## src/rtl/dbgw_pkg.sv

```systemverilog
package dbgw_pkg;

    localparam int IDX_W  = 4;
    localparam int WORD_W = 32;
    localparam int LANES  = WORD_W / 8;
    localparam int CNT_W  = 16;

    localparam logic [IDX_W-1:0] IDX_CTRL = 4'h7;
    localparam logic [IDX_W-1:0] IDX_ADDR = 4'h9;
    localparam logic [IDX_W-1:0] IDX_DATA = 4'hA;

    typedef enum logic [2:0] {
        SZ_BYTE = 3'b000,
        SZ_HALF = 3'b001,
        SZ_WORD = 3'b010
    } size_e;

    typedef struct packed {
        logic             go;
        logic [2:0]       map;
        logic [1:0]       prio;
        logic             wr;
        logic [2:0]       size;
        logic [5:0]       rsvd;
        logic [CNT_W-1:0] cnt;
    } ctrl_word_t;

    typedef enum logic [1:0] {
        ST_IDLE = 2'd0,
        ST_REQ  = 2'd1,
        ST_HELD = 2'd2
    } seq_state_e;

    function automatic logic size_legal(input logic [2:0] s);
        return (s == SZ_BYTE) || (s == SZ_HALF) || (s == SZ_WORD);
    endfunction

    function automatic logic [2:0] size_step(input logic [2:0] s);
        case (s)
            SZ_BYTE: return 3'd1;
            SZ_HALF: return 3'd2;
            default: return 3'd4;
        endcase
    endfunction

    function automatic logic lane_hit(input logic [2:0] s, input logic [1:0] off,
                                      input int lane);
        logic [1:0] l;
        l = 2'(lane);
        case (s)
            SZ_BYTE: return l == off;
            SZ_HALF: return l[1] == off[1];
            SZ_WORD: return 1'b1;
            default: return 1'b0;
        endcase
    endfunction

endpackage

```

## src/rtl/dbgw_regs.sv

```systemverilog
module dbgw_regs
    import dbgw_pkg::*;
#(
    parameter int ADDR_W = 32
) (
    input  logic              clk,
    input  logic              rst,
    input  logic              reg_we,
    input  logic [IDX_W-1:0]  reg_idx,
    input  logic [WORD_W-1:0] reg_wdata,
    input  logic              busy,
    input  logic              xfer_ok,
    input  logic              xfer_fail,
    output logic [ADDR_W-1:0] addr,
    output logic [2:0]        size,
    output logic [1:0]        prio,
    output logic [WORD_W-1:0] data,
    output logic              ctrl_wr,
    output logic              launch,
    output logic              last
);

    ctrl_word_t       cw;
    logic             addr_wr, data_wr;
    logic             armed_q;
    logic [CNT_W-1:0] rem_q;

    assign cw      = ctrl_word_t'(reg_wdata);
    assign addr_wr = reg_we && !busy && (reg_idx == IDX_ADDR);
    assign ctrl_wr = reg_we && !busy && (reg_idx == IDX_CTRL);
    assign data_wr = reg_we && !busy && (reg_idx == IDX_DATA);
    assign launch  = data_wr && armed_q;
    assign last    = (rem_q == CNT_W'(1));

    always_ff @(posedge clk) begin
        if (rst) begin
            addr    <= '0;
            size    <= SZ_BYTE;
            prio    <= '0;
            data    <= '0;
            armed_q <= 1'b0;
            rem_q   <= '0;
        end else begin
            if (addr_wr) addr <= reg_wdata[ADDR_W-1:0];
            if (ctrl_wr) begin
                size    <= cw.size;
                prio    <= cw.prio;
                armed_q <= cw.go && cw.wr && (cw.map == 3'b000) && size_legal(cw.size);
                rem_q   <= (cw.cnt == '0) ? CNT_W'(1) : cw.cnt;
            end
            if (data_wr) data <= reg_wdata;
            if (xfer_ok) begin
                addr  <= addr + ADDR_W'(size_step(size));
                rem_q <= rem_q - CNT_W'(1);
                if (last) armed_q <= 1'b0;
            end
            if (xfer_fail) begin
                armed_q <= 1'b0;
                rem_q   <= '0;
            end
        end
    end


    fail_addr_hold_chk: assert property (@(posedge clk) disable iff (rst)
        xfer_fail |=> $stable(addr));


    exhaust_disarm_chk: assert property (@(posedge clk) disable iff (rst)
        (xfer_ok && last) |=> !launch);

endmodule

```

## src/rtl/dbgw_seq.sv

```systemverilog
module dbgw_seq
    import dbgw_pkg::*;
(
    input  logic clk,
    input  logic rst,
    input  logic launch,
    input  logic ctrl_wr,
    input  logic last,
    input  logic bus_grant,
    input  logic bus_done,
    input  logic bus_err,
    output logic busy,
    output logic xfer_ok,
    output logic xfer_fail,
    output logic rdy,
    output logic dv,
    output logic err
);

    seq_state_e state_q, state_d;
    logic       finish;

    assign busy      = (state_q != ST_IDLE);
    assign finish    = bus_done && ((state_q == ST_REQ && bus_grant) || state_q == ST_HELD);
    assign xfer_ok   = finish && !bus_err;
    assign xfer_fail = finish && bus_err;

    always_comb begin
        state_d = state_q;
        case (state_q)
            ST_IDLE: if (launch) state_d = ST_REQ;
            ST_REQ: begin
                if (finish)         state_d = ST_IDLE;
                else if (bus_grant) state_d = ST_HELD;
            end
            ST_HELD: if (finish) state_d = ST_IDLE;
            default: state_d = ST_IDLE;
        endcase
    end

    always_ff @(posedge clk) begin
        if (rst) begin
            state_q <= ST_IDLE;
            rdy     <= 1'b0;
            dv      <= 1'b0;
            err     <= 1'b0;
        end else begin
            state_q <= state_d;
            rdy     <= xfer_ok;
            if (ctrl_wr) begin
                dv  <= 1'b0;
                err <= 1'b0;
            end
            if (launch) dv <= 1'b1;
            if (xfer_ok && last) dv <= 1'b0;
            if (xfer_fail) begin
                dv  <= 1'b0;
                err <= 1'b1;
            end
        end
    end


    req_hold_chk: assert property (@(posedge clk) disable iff (rst)
        (busy && !bus_done) |=> busy);


    dv_during_req_chk: assert property (@(posedge clk) disable iff (rst)
        busy |-> dv);


    rdy_source_chk: assert property (@(posedge clk) disable iff (rst)
        rdy |-> $past(busy && bus_done && !bus_err));


    rdy_single_chk: assert property (@(posedge clk) disable iff (rst)
        rdy |=> !rdy);


    err_no_rdy_chk: assert property (@(posedge clk) disable iff (rst)
        xfer_fail |=> (!rdy && err && !dv));

endmodule

```

## src/rtl/dbgw_lane.sv

```systemverilog
module dbgw_lane
    import dbgw_pkg::*;
#(
    parameter int ADDR_W = 32
) (
    input  logic              clk,
    input  logic              rst,
    input  logic              active,
    input  logic [2:0]        size,
    input  logic [ADDR_W-1:0] addr,
    input  logic [WORD_W-1:0] data,
    output logic [LANES-1:0]  be,
    output logic [WORD_W-1:0] lane_data
);

    for (genvar i = 0; i < LANES; i++) begin : g_lane
        assign be[i] = active && lane_hit(size, addr[1:0], i);
        always_comb begin
            case (size)
                SZ_BYTE: lane_data[8*i +: 8] = data[7:0];
                SZ_HALF: lane_data[8*i +: 8] = data[8*(i%2) +: 8];
                default: lane_data[8*i +: 8] = data[8*i +: 8];
            endcase
        end
    end


    byte_lane_one_chk: assert property (@(posedge clk) disable iff (rst)
        (active && size == SZ_BYTE) |-> ($countones(be) == 1));


    idle_no_lane_chk: assert property (@(posedge clk) disable iff (rst)
        !active |-> (be == '0));

endmodule

```

## src/rtl/dbg_wr_engine.sv

```systemverilog
module dbg_wr_engine
    import dbgw_pkg::*;
#(
    parameter int ADDR_W = 32
) (
    input  logic              clk,
    input  logic              rst,
    input  logic              reg_we,
    input  logic [3:0]        reg_idx,
    input  logic [31:0]       reg_wdata,
    output logic              bus_req,
    output logic [ADDR_W-1:0] bus_addr,
    output logic [31:0]       bus_wdata,
    output logic [3:0]        bus_be,
    output logic [1:0]        bus_prio,
    input  logic              bus_grant,
    input  logic              bus_done,
    input  logic              bus_err,
    output logic              rdy,
    output logic              stat_dv,
    output logic              stat_err
);

    logic              busy, xfer_ok, xfer_fail, ctrl_wr, launch, last;
    logic [ADDR_W-1:0] addr;
    logic [2:0]        size;
    logic [1:0]        prio;
    logic [WORD_W-1:0] data;

    dbgw_regs #(.ADDR_W(ADDR_W)) u_regs (
        .clk(clk), .rst(rst), .reg_we(reg_we), .reg_idx(reg_idx),
        .reg_wdata(reg_wdata), .busy(busy), .xfer_ok(xfer_ok),
        .xfer_fail(xfer_fail), .addr(addr), .size(size), .prio(prio),
        .data(data), .ctrl_wr(ctrl_wr), .launch(launch), .last(last)
    );

    dbgw_seq u_seq (
        .clk(clk), .rst(rst), .launch(launch), .ctrl_wr(ctrl_wr), .last(last),
        .bus_grant(bus_grant), .bus_done(bus_done), .bus_err(bus_err),
        .busy(busy), .xfer_ok(xfer_ok), .xfer_fail(xfer_fail),
        .rdy(rdy), .dv(stat_dv), .err(stat_err)
    );

    dbgw_lane #(.ADDR_W(ADDR_W)) u_lane (
        .clk(clk), .rst(rst), .active(busy), .size(size), .addr(addr),
        .data(data), .be(bus_be), .lane_data(bus_wdata)
    );

    assign bus_req  = busy;
    assign bus_addr = addr;
    assign bus_prio = prio;


    busy_addr_hold_chk: assert property (@(posedge clk) disable iff (rst)
        (bus_req && !bus_done) |=> $stable(bus_addr));

endmodule

```

## config.mk

```make
export PLATFORM = sky130hd
export DESIGN_NAME = dbg_wr_engine
export DESIGN_NICKNAME = d
export VERILOG_FILES = /design/src/rtl/dbgw_pkg.sv /design/src/rtl/dbgw_regs.sv /design/src/rtl/dbgw_seq.sv /design/src/rtl/dbgw_lane.sv /design/src/rtl/dbg_wr_engine.sv
export SDC_FILE = /design/constraint.sdc
export NUM_CORES = 1
export LEC_CHECK = 0
export ABC_AREA = 1
export BUFFER_PORTS_ARGS = -buffer_cell sky130_fd_sc_hd__buf_2
export CAP_MARGIN = 15
export CORE_ASPECT_RATIO = 0.8
export CORE_UTILIZATION = 38
export DETAILED_ROUTE_END_ITERATION = 12
export PLACE_DENSITY = 0.62
export SLEW_MARGIN = 15
export SYNTH_ARGS = -nofsm -noshare
export SYNTH_HDL_FRONTEND = slang
export SYNTH_HIERARCHICAL = 1
export SYNTH_SLANG_ARGS = --single-unit
```

## constraint.sdc

```tcl
create_clock -name clk -period 4.9 [get_ports clk]
set_clock_uncertainty 0.1 [all_clocks]
set_input_delay 0.245 -clock clk [delete_from_list [all_inputs] [get_ports clk]]
set_output_delay 0.245 -clock clk [all_outputs]
set_load 0.05 [all_outputs]
```

==> flow_summary.ini <==
[cells_and_area]
drive_gt1_frac = 0.173
layoutNonFillerInstCount = 1216
area_growth_pct = 16.0
multi_input_area_sq_um = 3350
diodes = 0
fin_nets = 1075
regArea_sq_um = 1820
filler_cell_count = 1546

[synth]
syn_inst = 938
synth_top_family_by_area = simple AND/OR/NAND/NOR gates
yosysWarnings = 6
synth_top_area_frac = 0.317
syn_area_per_cell_sq_um = 6.12
yosys-top-cells-area = dfxtp_1, nand2_1, nor2_1
synth_ff_type = dfxtp_1
synthMuxAreaShare = 0
synth-simple-area-share = 0.406
yosysTopAreaCell = dfxtp_1
netlist_top_cells_count = nand2_1, nor2_1, dfxtp_1
synth_seq_cells = 91
synth_fa_ha_area_frac = 0.0144
synth_compound_area_frac = 0.151
synth_xor_area_frac = 0.0107
ys_async_sr_fraction = 0
synth_edf_count = 0
synth.most_common_cell = nand2_1
synth.cell_area_sq_um = 5740
ys_seq_area_frac = 0.317
yosys.cell_types.count = 40
syn_nets = 986

[clock_network]
cts_setup_buffers = 0
ctsResizeCount = 0
clk-insertion-delay-late_ns = 0.36
clk_path_buf_depth = 2
htreeDepth = 3
cts_hold_buffers = 0
cts_root_buffer = clkbuf_16
cts.sinks = 91
cts_buffers = 9
path_clk_slew_ns = 0.06
cts_tree = yes

[critical_path]
arrival_ns = 3.05
critPathMaxFanout = 56
cp-end-kind = flop
path_buf_inv = 5
cpMaxStageDelayCell = buf_4
max_stage_delay_ns = 0.49
crit_path_start_kind = flop
cpMostUsedCell = nand2_1
critical-path-top-delay-family = buffers and inverters
path_depth = 14
reg2regPathDepth = 14
crit_chain = inv_1 -> nand3_1 -> nand2_1 -> nand2_1 -> nor2_4 -> buf_4 -> inv_1 -> buf_4 -> nand2_2 -> inv_2 -> nand2_1 -> nand2_1 -> a21oi_1 -> nor2_1
criticalPathCategory = flop to flop
crit_required_ns = 5.02

[timing]
fmax_mhz = 341
relSlewSlack = 0.322
final-setup-viol-count = 0
timing.final.crit_share = 0.599
tightest_slew_ns = 1.02
period_minus_slack_ns = 2.93
hold_viol_final = 0
maxSlewViolCount = 0
rsz0062_at_grt = no
tns_ns = 0

[detailed_routing]
first_pass_iters = 5
antenna_left = 0
wl_per_cell_microns = 15.4
drc = 0
vias = 6255
wl_microns = 18700
drt_iter0_markers = 521
avgViaCountPerCell = 5.14

[placed_design]
placed_cells = 1200
dp_hpwl_microns = 14200
gp_congestion = 0.899
port_buffers = 115

[floorplan]
ios = 116
num_rows = 39
die_x_microns = 139
dieHeight_microns = 112
dieArea_sq_um = 15600
start_util = 0.396
coreArea_sq_um = 14500

[grt]
grt_pass1_vias = 5544
grt_max_degree = 57
grt-ovfl-total = 0
grt_pass1_wl_microns = 29800
grtUsageTotal = 0.245
antenna_found_initial = 0

[worst_hold_path]
worstHoldPathType = input pin to flop
hold-path-cell-count = 2

[status]
outcome = complete, no violations

[job]
max_cap_viol_count = 0

[power]
ir_worst_vdd_uv = 173
p_leak_nw = 3.02
p_per_area_nw_per_um2 = 257
state kept, by name, indices dropped and copies added, names as in the netlist:
register / cells
u_regs/addr: 32
u_regs/data: 32
u_regs/rem_q: 16
u_regs/size: 3
u_regs/prio: 2
u_seq/state_q: 2
u_regs/armed_q: 1
u_seq/dv: 1
u_seq/err: 1
u_seq/rdy: 1
report_power, final:
group	switching (mW)	internal (mW)	leakage [nW]
logic	0.134	0.0488	2.13
clock network	0.297	0.461	0.157
registers	0.0143	0.753	0.735
routing by layer:
layer  GRT usage  vias up  part of all wire
met5           0        -                 0
met4      0.0570        0            0.0094
met3      0.0482       15             0.069
met2       0.362      193              0.42
met1       0.362     2863              0.50
li1            -     3184                 -
layout by cell type, fill, tap and decap left out, types with 2 or more instances in the layout:
cell type,instances
nand2_1,275
nor2_1,143
buf_2,115
dfxtp_1,91
inv_1,81
o21ai_0,72
a21oi_1,65
nand3_1,55
nand3b_1,13
a31oi_1,13
nor2_2,10
clkbuf_16,9
nand2_2,9
inv_2,8
nor3_1,8
nor2_4,7
nand3_2,6
o211ai_1,5
ha_1,5
xor2_1,4
nand4_1,4
or2_2,3
xnor2_1,3
buf_4,3
bufinv_16,2
clkbuf_1,2
nor4_1,2
a21oi_2,2
o21bai_1,2
o21ai_1,2
metrics by stage:
stage                      util  instance area [sq um]  total power, mW  hold slack [ns]  worst slack (ns)
after floorplan               -                   5740            0.902            0.214              2.72
after global routing      0.459                   6660             1.77           0.0433              1.63
final                     0.459                   6660             1.71           0.0408              1.97
after CTS                 0.459                   6660             1.72           0.0263              1.99
after global placement    0.437                   6340            0.963            0.358              2.09
after detailed placement  0.437                   6340            0.964            0.365              2.00
cells by family (layout without fill, tap and decap cells):
family                     after synthesis  after routing
and+or+nand+nor                        540            540
AOI/OAI and AO/OA                      164            164
buffers and inverters                  130            224
DFF                                     91             91
xor gates and xnor gates                 7              7
adders and majority gates                6              6
final cells by class:
class,count,share of cell area
clock buffer,12,0.0370
clock inverter,4,0.0111
inverter,90,0.0508
multi-input combinational,717,0.503
sequential,91,0.274
tap,184,0.0346
timing repair buffer,118,0.0898
path summary, 6_finish.rpt:
| check | to | slack [ns] | from |
|---|---|---|---|
| worst max-delay path | u_regs/addr[13]$_SDFFE_PP0P_ | 1.97 | u_seq/state_q[1]$_SDFFE_PP0P_ |
| worst min-delay path | u_seq/rdy$_SDFF_PP0_ | 0.04 | bus_err |
| worst max register to register | u_regs/addr[13]$_SDFFE_PP0P_ | 1.97 | u_seq/state_q[1]$_SDFFE_PP0P_ |
| worst min register to register | u_regs/rem_q[1]$_SDFFE_PP0P_ | 0.37 | u_regs/rem_q[1]$_SDFFE_PP0P_ |
(Power assumes the default switching activity.)
